==> src/rtl/dma_act_pkg.sv <==
package dma_act_pkg;

  typedef enum logic [2:0] {
    ST_IDLE,
    ST_ARB1,
    ST_ARB2,
    ST_PART0,
    ST_PART1,
    ST_RD_ADDR,
    ST_RD_DATA,
    ST_WR_DATA
  } seq_st_e;

  localparam logic [1:0] BSZ_BYTE = 2'd0;
  localparam logic [1:0] BSZ_HALF = 2'd1;
  localparam logic [1:0] BSZ_WORD = 2'd2;

  function automatic logic [1:0] bus_size_of(input logic [1:0] fld, input logic periph);
    if (periph)
      return BSZ_WORD;
    case (fld)
      2'd0:    return BSZ_BYTE;
      2'd1:    return BSZ_HALF;
      default: return BSZ_WORD;
    endcase
  endfunction

endpackage

==> src/rtl/dma_req_arb.sv <==
module dma_req_arb #(
  parameter int NUM_CH = 16,
  localparam int CH_W = $clog2(NUM_CH)
) (
  input  logic              clk,
  input  logic              rst,
  input  logic [NUM_CH-1:0] hw_req,
  input  logic [NUM_CH-1:0] sw_set,
  input  logic              clr_en,
  input  logic [CH_W-1:0]   clr_idx,
  output logic              pend_any,
  output logic [CH_W-1:0]   win_idx
);

  logic [NUM_CH-1:0] pend;
  logic [NUM_CH-1:0] clr_mask;

  always_comb begin
    clr_mask = '0;
    if (clr_en)
      clr_mask[clr_idx] = 1'b1;
  end

  always_ff @(posedge clk) begin
    if (rst)
      pend <= '0;
    else
      pend <= (pend & ~clr_mask) | hw_req | sw_set;
  end

  always_comb begin
    win_idx = '0;
    for (int i = 0; i < NUM_CH; i++)
      if (pend[i])
        win_idx = CH_W'(i);
  end

  assign pend_any = |pend;

  AST_HIGHEST_WINS: assert property (@(posedge clk) disable iff (rst)
    clr_en |-> ((pend >> clr_idx) == NUM_CH'(1)));

  AST_GRANT_CLEARS: assert property (@(posedge clk) disable iff (rst)
    (clr_en && !hw_req[clr_idx] && !sw_set[clr_idx]) |=> !pend[$past(clr_idx)]);

endmodule

==> src/rtl/dma_desc_ram.sv <==
module dma_desc_ram #(
  parameter int NUM_CH     = 16,
  parameter int DW         = 32,
  parameter int DESC_WORDS = 8,
  localparam int CH_W   = $clog2(NUM_CH),
  localparam int PARTS  = DESC_WORDS / 2,
  localparam int PART_W = $clog2(PARTS),
  localparam int WSEL_W = $clog2(DESC_WORDS),
  localparam int DEPTH  = NUM_CH * PARTS
) (
  input  logic              clk,
  input  logic              wr_en,
  input  logic [CH_W-1:0]   wr_ch,
  input  logic [WSEL_W-1:0] wr_word,
  input  logic [DW-1:0]     wr_data,
  input  logic [CH_W-1:0]   rd_ch,
  input  logic [PART_W-1:0] rd_part,
  output logic [2*DW-1:0]   rd_data
);

  logic [CH_W+PART_W-1:0] wr_idx;
  logic [CH_W+PART_W-1:0] rd_idx;

  assign wr_idx = {wr_ch, wr_word[WSEL_W-1:1]};
  assign rd_idx = {rd_ch, rd_part};

  for (genvar g = 0; g < 2; g++) begin : g_half
    logic [DW-1:0] mem [DEPTH];
    logic [DW-1:0] rd_q;

    always_ff @(posedge clk) begin
      if (wr_en && (wr_word[0] == 1'(g)))
        mem[wr_idx] <= wr_data;
      rd_q <= mem[rd_idx];
    end

    assign rd_data[g*DW +: DW] = rd_q;
  end

endmodule

==> src/rtl/dma_xfer_ctl.sv <==
module dma_xfer_ctl
  import dma_act_pkg::*;
#(
  parameter int         NUM_CH     = 16,
  parameter int         DW         = 32,
  parameter int         DESC_WORDS = 8,
  parameter int         TAG_W      = 4,
  parameter logic [3:0] PERIPH_TAG = 4'hC,
  localparam int CH_W   = $clog2(NUM_CH),
  localparam int PART_W = $clog2(DESC_WORDS / 2)
) (
  input  logic              clk,
  input  logic              rst,
  input  logic              pend_any,
  input  logic [CH_W-1:0]   win_idx,
  output logic              clr_en,
  output logic [CH_W-1:0]   rd_ch,
  output logic [PART_W-1:0] rd_part,
  input  logic [2*DW-1:0]   desc_part,
  output logic              bus_valid,
  output logic              bus_write,
  output logic [DW-1:0]     bus_addr,
  output logic [1:0]        bus_size,
  output logic [DW-1:0]     bus_wdata,
  input  logic [DW-1:0]     bus_rdata,
  input  logic              bus_ready
);

  seq_st_e       state;
  logic [CH_W-1:0] act_ch;
  logic [DW-1:0] src_q;
  logic [DW-1:0] dst_q;
  logic [1:0]    size_q;
  logic          unused_hi;

  assign unused_hi = ^desc_part[2*DW-1:DW+2];

  function automatic logic in_periph(input logic [DW-1:0] a);
    return a[DW-1 -: TAG_W] == PERIPH_TAG[TAG_W-1:0];
  endfunction

  always_comb begin
    clr_en = (state == ST_ARB1);
    rd_ch  = act_ch;
    case (state)
      ST_ARB2:  rd_part = PART_W'(0);
      ST_PART0: rd_part = PART_W'(1);
      ST_PART1: rd_part = PART_W'(2);
      default:  rd_part = PART_W'(3);
    endcase
  end

  always_ff @(posedge clk) begin
    if (rst) begin
      state     <= ST_IDLE;
      act_ch    <= '0;
      src_q     <= '0;
      dst_q     <= '0;
      size_q    <= '0;
      bus_valid <= 1'b0;
      bus_write <= 1'b0;
      bus_addr  <= '0;
      bus_size  <= BSZ_BYTE;
      bus_wdata <= '0;
    end else begin
      case (state)
        ST_IDLE:
          if (pend_any)
            state <= ST_ARB1;
        ST_ARB1: begin
          act_ch <= win_idx;
          state  <= ST_ARB2;
        end
        ST_ARB2:
          state <= ST_PART0;
        ST_PART0: begin
          src_q  <= desc_part[DW-1:0];
          size_q <= desc_part[DW+1:DW];
          state  <= ST_PART1;
        end
        ST_PART1: begin
          dst_q     <= desc_part[DW-1:0];
          bus_valid <= 1'b1;
          bus_write <= 1'b0;
          bus_addr  <= src_q;
          bus_size  <= bus_size_of(size_q, in_periph(src_q));
          state     <= ST_RD_ADDR;
        end
        ST_RD_ADDR:
          if (bus_ready) begin
            bus_write <= 1'b1;
            bus_addr  <= dst_q;
            bus_size  <= bus_size_of(size_q, in_periph(dst_q));
            state     <= ST_RD_DATA;
          end
        ST_RD_DATA:
          if (bus_ready) begin
            bus_valid <= 1'b0;
            bus_wdata <= bus_rdata;
            state     <= ST_WR_DATA;
          end
        ST_WR_DATA:
          if (bus_ready)
            state <= ST_IDLE;
        default:
          state <= ST_IDLE;
      endcase
    end
  end

  AST_RD_LATENCY: assert property (@(posedge clk) disable iff (rst)
    $rose(bus_valid) |-> ($past(state, 3) == ST_ARB2));

  AST_ADDR_HOLD: assert property (@(posedge clk) disable iff (rst)
    (bus_valid && !bus_ready) |=> (bus_valid && $stable(bus_addr) && $stable(bus_write)));

  AST_PERIPH_WORD: assert property (@(posedge clk) disable iff (rst)
    (bus_valid && in_periph(bus_addr)) |-> (bus_size == BSZ_WORD));

  AST_WR_FOLLOWS_RD: assert property (@(posedge clk) disable iff (rst)
    (bus_valid && !bus_write && bus_ready) |=> (bus_valid && bus_write));

endmodule

==> src/rtl/dma_act_seq.sv <==
module dma_act_seq #(
  parameter int         NUM_CH     = 16,
  parameter int         DW         = 32,
  parameter int         DESC_WORDS = 8,
  parameter int         TAG_W      = 4,
  parameter logic [3:0] PERIPH_TAG = 4'hC,
  localparam int CH_W   = $clog2(NUM_CH),
  localparam int WSEL_W = $clog2(DESC_WORDS),
  localparam int PART_W = $clog2(DESC_WORDS / 2)
) (
  input  logic              clk,
  input  logic              rst,
  input  logic [NUM_CH-1:0] hw_req,
  input  logic              reg_we,
  input  logic [CH_W-1:0]   reg_ch,
  input  logic [WSEL_W-1:0] reg_word,
  input  logic [DW-1:0]     reg_wdata,
  output logic              bus_valid,
  output logic              bus_write,
  output logic [DW-1:0]     bus_addr,
  output logic [1:0]        bus_size,
  output logic [DW-1:0]     bus_wdata,
  input  logic [DW-1:0]     bus_rdata,
  input  logic              bus_ready
);

  localparam logic [WSEL_W-1:0] START_WORD = WSEL_W'(DESC_WORDS - 1);

  logic [NUM_CH-1:0] sw_set;
  logic              pend_any;
  logic [CH_W-1:0]   win_idx;
  logic              clr_en;
  logic [CH_W-1:0]   rd_ch;
  logic [PART_W-1:0] rd_part;
  logic [2*DW-1:0]   desc_part;

  always_comb begin
    sw_set = '0;
    if (reg_we && (reg_word == START_WORD) && reg_wdata[0])
      sw_set[reg_ch] = 1'b1;
  end

  dma_req_arb #(.NUM_CH(NUM_CH)) arb_i (
    .clk      (clk),
    .rst      (rst),
    .hw_req   (hw_req),
    .sw_set   (sw_set),
    .clr_en   (clr_en),
    .clr_idx  (win_idx),
    .pend_any (pend_any),
    .win_idx  (win_idx)
  );

  dma_desc_ram #(.NUM_CH(NUM_CH), .DW(DW), .DESC_WORDS(DESC_WORDS)) ram_i (
    .clk     (clk),
    .wr_en   (reg_we),
    .wr_ch   (reg_ch),
    .wr_word (reg_word),
    .wr_data (reg_wdata),
    .rd_ch   (rd_ch),
    .rd_part (rd_part),
    .rd_data (desc_part)
  );

  dma_xfer_ctl #(
    .NUM_CH(NUM_CH), .DW(DW), .DESC_WORDS(DESC_WORDS),
    .TAG_W(TAG_W), .PERIPH_TAG(PERIPH_TAG)
  ) ctl_i (
    .clk       (clk),
    .rst       (rst),
    .pend_any  (pend_any),
    .win_idx   (win_idx),
    .clr_en    (clr_en),
    .rd_ch     (rd_ch),
    .rd_part   (rd_part),
    .desc_part (desc_part),
    .bus_valid (bus_valid),
    .bus_write (bus_write),
    .bus_addr  (bus_addr),
    .bus_size  (bus_size),
    .bus_wdata (bus_wdata),
    .bus_rdata (bus_rdata),
    .bus_ready (bus_ready)
  );

endmodule

==> config.mk <==
export PLATFORM = sky130hd
export DESIGN_NAME = dma_act_seq
export DESIGN_NICKNAME = d
export VERILOG_FILES = /design/src/rtl/dma_act_pkg.sv /design/src/rtl/dma_req_arb.sv /design/src/rtl/dma_desc_ram.sv /design/src/rtl/dma_xfer_ctl.sv /design/src/rtl/dma_act_seq.sv
export SDC_FILE = /design/constraint.sdc
export NUM_CORES = 2
export LEC_CHECK = 0
export BUFFER_PORTS_ARGS = -buffer_cell sky130_fd_sc_hd__buf_2
export CAP_MARGIN = 20
export CORE_MARGIN = 2
export CORE_UTILIZATION = 50
export DETAILED_ROUTE_END_ITERATION = 8
export MAX_ROUTING_LAYER = met4
export PLACE_DENSITY = 0.66
export SETUP_SLACK_MARGIN = 0.4
export SYNTH_ARGS = -nofsm -noshare
export SYNTH_HDL_FRONTEND = slang
export SYNTH_SLANG_ARGS = --single-unit
==> constraint.sdc <==
create_clock -name clk -period 3.6 [get_ports clk]
set_input_delay 0.72 -clock clk [delete_from_list [all_inputs] [get_ports clk]]
set_output_delay 0.72 -clock clk [all_outputs]
set_load 0.01 [all_outputs]
Word-level counts from Yosys, hierarchy flattened

Memories as Yosys holds them, arrays and structs flattened. A register that Yosys moved wholly into a read port is not among the register bits.
Index checks and enable logic that the tools add are counted.

Register bits after elaboration: 157
Memory bits (writable): 4096
Output and inout bits: 68
Logic and storage cells: 103
Memories: 2

Memories:

| memory              | depth | width | rd ports | clocked after Yosys merged registers in | wr ports | line               | text |
|---|---|---|---|---|---|---|---|
| ram_i.g_half[0].mem | 64    | 32    | 1        | 1                                       | 1        | dma_desc_ram.sv:28 | `logic [DW-1:0] mem [DEPTH];` |
| ram_i.g_half[1].mem | 64    | 32    | 1        | 1                                       | 1        | dma_desc_ram.sv:28 |  |

$lt $le $gt $ge: 4
Equal/unequal tests: 15
Mux-type cells: 51
Bitwise operators: 5
Reductions and logical operators: 15

Operators by type and width:

| cell                                                                          | number |
|---|---|
| 32-bit one-hot mux with 2 select lines                                        | 1 |
| 16-bit 2-to-1 mux                                                             | 2 |
| 32-bit 2-to-1 mux                                                             | 1 |
| 4-bit 2-to-1 mux                                                              | 8 |
| 16-bit OR                                                                     | 2 |
| 3-bit 2-to-1 mux                                                              | 8 |
| 3-bit one-hot mux with 8 select lines                                         | 1 |
| 16-bit AND                                                                    | 1 |
| 1-bit 2-to-1 mux                                                              | 16 |
| 16-bit inverter                                                               | 1 |
| 16-bit OR reduction                                                           | 1 |
| 3-bit == test (second input constant)                                         | 5 |
| 2-bit 2-to-1 mux                                                              | 7 |
| 4-bit by 5-bit less-than comparator with 1-bit output (second input constant) | 2 |
| 1-bit demux with 4-bit select                                                 | 2 |
| 4-bit == test (second input constant)                                         | 2 |
| 4-bit by 1-bit >= comparator with 1-bit output (second input constant)        | 2 |
| 2-bit != test (second input constant)                                         | 4 |
| 2-bit one-hot mux with 2 select lines                                         | 2 |
| 3-bit by 2-bit == test with 1-bit output (second input constant)              | 2 |
| 1-bit logical AND                                                             | 6 |
| 2-bit one-hot mux with 3 select lines                                         | 1 |
| 2-bit AND reduction                                                           | 3 |
| 1-bit one-hot mux with 2 select lines                                         | 2 |
| other kinds (7)                                                               | 8 |

Depth between registers and ports, before layout

Depth in word-level cells: 24
Gate-level depth with buffers: 11
Gate-level depth less buffers: 6

By module

A second synthesis with hierarchy kept.

Cell total of the unflattened synthesis: 7677
Area, all modules: 163702.0 µm²

By module, submodules not included:

| module       | times used | cells each | area an instance (µm²) |
|---|---|---|---|
| dma_desc_ram | 1          | 6880       | 156994.3 |
| dma_xfer_ctl | 1          | 671        | 5741.8 |
| dma_req_arb  | 1          | 101        | 758.2 |
| dma_act_seq  | 1          | 25         | 207.7 |

Worst setup path before layout

OpenSTA, ideal clock, no wires.

Kind: input -> register
Start: input port reg_ch[1]
End: memory ram_i.g_half[0].mem[17][0], enable pin
Library setup time: 421 ps
Data arrival time: 2908 ps
Data required time: 3179 ps
Path slack: 271 ps
Stages on the path: 4
Path through: or3b_2 -> clkbuf_1 -> clkbuf_1 -> nor2_1

RTL lines:

| what        | line               | text |
|---|---|---|
| from (decl) | dma_act_seq.sv:15  | `input logic [CH_W-1:0] reg_ch,` |
| to (decl)   | dma_desc_ram.sv:28 |  |

No word-level cell before the write port.

Final worst setup path

Start: register ctl_i.state[0]
End: register ram_i.g_half[0].rd_q[8] (read register of ram_i.g_half[0].mem)

Word-level cells in the longest chain between the ends: 2
Elaborated cells on any way between the ends: 4

RTL lines:

| what                                                                      | line               | text |
|---|---|---|
| from (decl)                                                               | dma_xfer_ctl.sv:29 | `seq_st_e state;` |
| from (signal assigned)                                                    | dma_xfer_ctl.sv:55 | `state <= ST_IDLE;` |
| from (signal assigned)                                                    | dma_xfer_ctl.sv:69 | `state <= ST_ARB1;` |
| from (signal assigned)                                                    | dma_xfer_ctl.sv:72 | `state <= ST_ARB2;` |
| 3-bit == test or 3-bit by 2-bit == test with 1-bit output (tied branches) | -                  |  |
| 2-bit one-hot mux with 3 select lines *                                   | dma_xfer_ctl.sv:45 | `case (state)` |
| to (decl)                                                                 | dma_desc_ram.sv:29 | `logic [DW-1:0] rd_q;` |

Every way passes the cells marked *; elsewhere a longest branch is shown, timed or not.
A chain may end at the register's enable or synchronous reset.

==> impl_metrics.ini <==
[timing]
min_period_ns = 3.24
setup_viol = 0
tightest_slew_ns = 1.27
rsz0062_at_grt = no
finalMaxSlewViolations = 0
maxSlewHeadroom_pct = 15.3
final-hold-violation-count = 0
setup_tns_ns = 0
timing.fmax_mhz = 309
period_share_pct = 90.0
finClkSkew_ns = 0.0546

[clocking]
cts_buffers = 229
cts_max_level = 4
clk_pin_slew_worst_paths_ns = 0.07
cts_tree = yes
clockBufferDepth = 3
root_buffer = clkbuf_16
clk_latency_ns = 0.88
cts.sinks = 2367
postCtsHoldBufs = 0

[logic_synthesis]
synthesis.area_um2 = 94900
avgSynthCellArea_um2 = 14.5
yosys_warnings = 0
syn-num-nets = 6629
async_flop_share_pct = 0
ys_seq_elements = 2367
ys_types = 66
synth_seq_area_share_pct = 72.9
synth_cells = 6538
yosys_most_used_dff = edfxtp_1
synth_edf_count = 2176

[setup_path]
critPathArrivalTime_ns = 3.98
crit_type = flop to flop
critical_path.endpoint_type = flop
worst_setup_path_start_kind = flop
ff2ff_setup_slack_ns = 0.36
critPathRequiredTime_ns = 4.34
crit_fanout = 35
crit_start = ctl_i.state[0]$_SDFFE_PP0P_
timing.rr.start = ctl_i.state[0]$_SDFFE_PP0P_

[global_route]
grt_pass1_vias = 59300
grt_max_degree = 129
antenna_found_initial = 10
grt_usage_pct = 31.9
grt-ovfl-total = 0
grt_pass1_wl_um = 429000

[finish]
mostFrequentLayoutCell = edfxtp_1
fill_cells = 14400
fin_util_pct = 57.8
final_cell_mix = edfxtp_1 (2176), nand2_1 (563), nor2_1 (493)
nets = 6914
area_growth_pct = 14.7
drive_above_1_share_pct = 16.7

[place]
dp_hpwl_um = 177000
port_buffers = 158
gp_congestion = 0.908

[detailed_routing]
drc_errors = 0
dr.pass1.iters = 6
viasPerCell = 6.55
ant_nets = 0
drt-total-wl_um = 304000
wl_per_cell_um = 31.9
drtIter0Drc = 9231
via_count = 62400

[pwr]
power.share.clock_pct = 38.9
switching_power_uw = 15800
ir_drop_mv = 0.484
powerDensity_nw_per_um2 = 571
internal_power_uw = 46300
swShare_pct = 25.4
p_seq_share_pct = 49.8
power.leakage_uw = 0.0353
combPwrFrac_pct = 11.3

[die]
die_area_um2 = 193000
rows = 159
core_area_um2 = 188000
ios = 159
start_util_pct = 50.4
die_h_um = 440
die_w_um = 440

[run]
max_cap_violations = 0

[worst_hold_path]
hold_class = primary input to flop
hold_start = bus_rdata[20]

[run_status]
status = finished, final reports clean
## synthesized netlist by cell type, drive strengths merged, types with 13 or more instances
library cell | number | area share (%)
buf | 256 | 1.5
a22oi | 168 | 1.3
nor4 | 28 | 0.18
or4 | 13 | 0.10
mux2i | 436 | 4.6
nand4 | 26 | 0.17
a221o | 15 | 0.16
nor3 | 93 | 0.49
o22ai | 25 | 0.16
o21ai | 343 | 1.8
a21oi | 301 | 1.6
a21o | 14 | 0.11
clkbuf | 236 | 0.93
o221ai | 82 | 0.76
a211o | 37 | 0.34
or3 | 34 | 0.22
a31oi | 45 | 0.30
o31ai | 21 | 0.17
mux2 | 198 | 2.3
a221oi | 172 | 1.6
nand2 | 564 | 2.2
a311oi | 28 | 0.26
edfxtp | 2176 | 69
nand3 | 104 | 0.55
o211ai | 38 | 0.30
a211oi | 241 | 1.9
dfxtp | 191 | 4.0
nor2 | 562 | 2.2
## critical path, cell delays in order, from the launching register on
cell and delay (ns):
dfxtp_4 0.61, buf_12 0.32, buf_12 0.31, mux2i_1 0.22, a21oi_1 0.08, o21ai_0 0.76, a21oi_1 0.36, a211o_1 0.37
## timing repair
| item | in CTS | in global routing |
|---|---|---|
| setup buffers | 1 | 0 |
| endpoints found under the setup margin | 8 | 0 |
| resized for setup | 3 | 0 |
## power by group through the flow
| stage | Combinational, µW | Clock [µW] | Sequential, µW |
|---|---|---|---|
| finish | 7030 | 24100 | 30900 |
| global route | 7290 | 25400 | 30900 |
| CTS | 6870 | 24300 | 30900 |
| detailed placement | 6820 | 0 | 31500 |
| global placement | 6750 | 0 | 31500 |
| floorplan | 3610 | 0 | 31000 |
## state kept, by name, indices dropped and copies added (netlist names)
name and flops:
ctl_i.bus_addr 32, ctl_i.bus_wdata 32, ram_i.g_half.rd_q 34, arb_i.pend 16, ctl_i.size_q 2, ctl_i.dst_q 32, ctl_i.rd_ch 4, ctl_i.bus_write 1
ctl_i.src_q 32, ram_i.g_half.mem 2176, ctl_i.bus_valid 1, ctl_i.state 3, ctl_i.bus_size 2
## metrics by stage
step           total power, µW  area, µm²  hold slack, ns  setup slack, ns  instances
5_1_grt                  63600     109000          0.0831            0.412       9524
2_1_floorplan            34600      95000           0.417            0.271       6538
3_3_place_gp             38200     101000           0.440          0.00413       9082
4_1_cts                  62100     109000          0.0328            0.467       9512
3_5_place_dp             38300     101000           0.446            0.185       9084
6_report                 62100     109000          0.0849            0.359       9532
## cells by family (layout without fill, tap and decap cells)
logic type | Yosys count | after routing | share of synthesized area (%)
DFF | 2367 | 2367 | 72.9
AOI/OAI and AO/OA | 1558 | 1558 | 11.0
and+or+nand+nor | 1478 | 1478 | 6.61
muxes | 634 | 634 | 6.95
buffers and inverters | 499 | 980 | 2.49
xor gates and xnor gates | 2 | 2 | 0.0185
other | 0 | 18 | 0
## routing by layer
| metal | vias up | wire length, µm | GRT usage [%] |
|---|---|---|---|
| met2 | 4119 | 138000 | 47.8 |
| met4 | 0 | 14800 | 13.9 |
| met5 | - | 0 | - |
| li1 | 26100 | - | - |
| met3 | 669 | 35600 | 6.98 |
| met1 | 31500 | 115000 | 42.1 |
## cell type report
cell class,instances,area [µm²],area share (%)
sequential,2367,69200,63.6
multi-input combinational,3672,24000,22.0
clock buffer,316,6370,5.85
timing repair buffer,546,4900,4.51
tap,2495,3120,2.87
clock inverter,111,1180,1.08
antenna,18,45.0,0.0414
inverter,7,33.8,0.0310
## worst paths after layout
check | endpoint | cells after the start
min reg2reg | ctl_i.dst_q[20]$_SDFFE_PP0P_ | 2
max | ram_i.g_half[0].rd_q[8]$_DFF_P_ | 7
min | ctl_i.bus_wdata[20]$_SDFFE_PP0P_ | 3
max reg2reg | ram_i.g_half[0].rd_q[8]$_DFF_P_ | 7
Power figures use the tool's default switching activity.
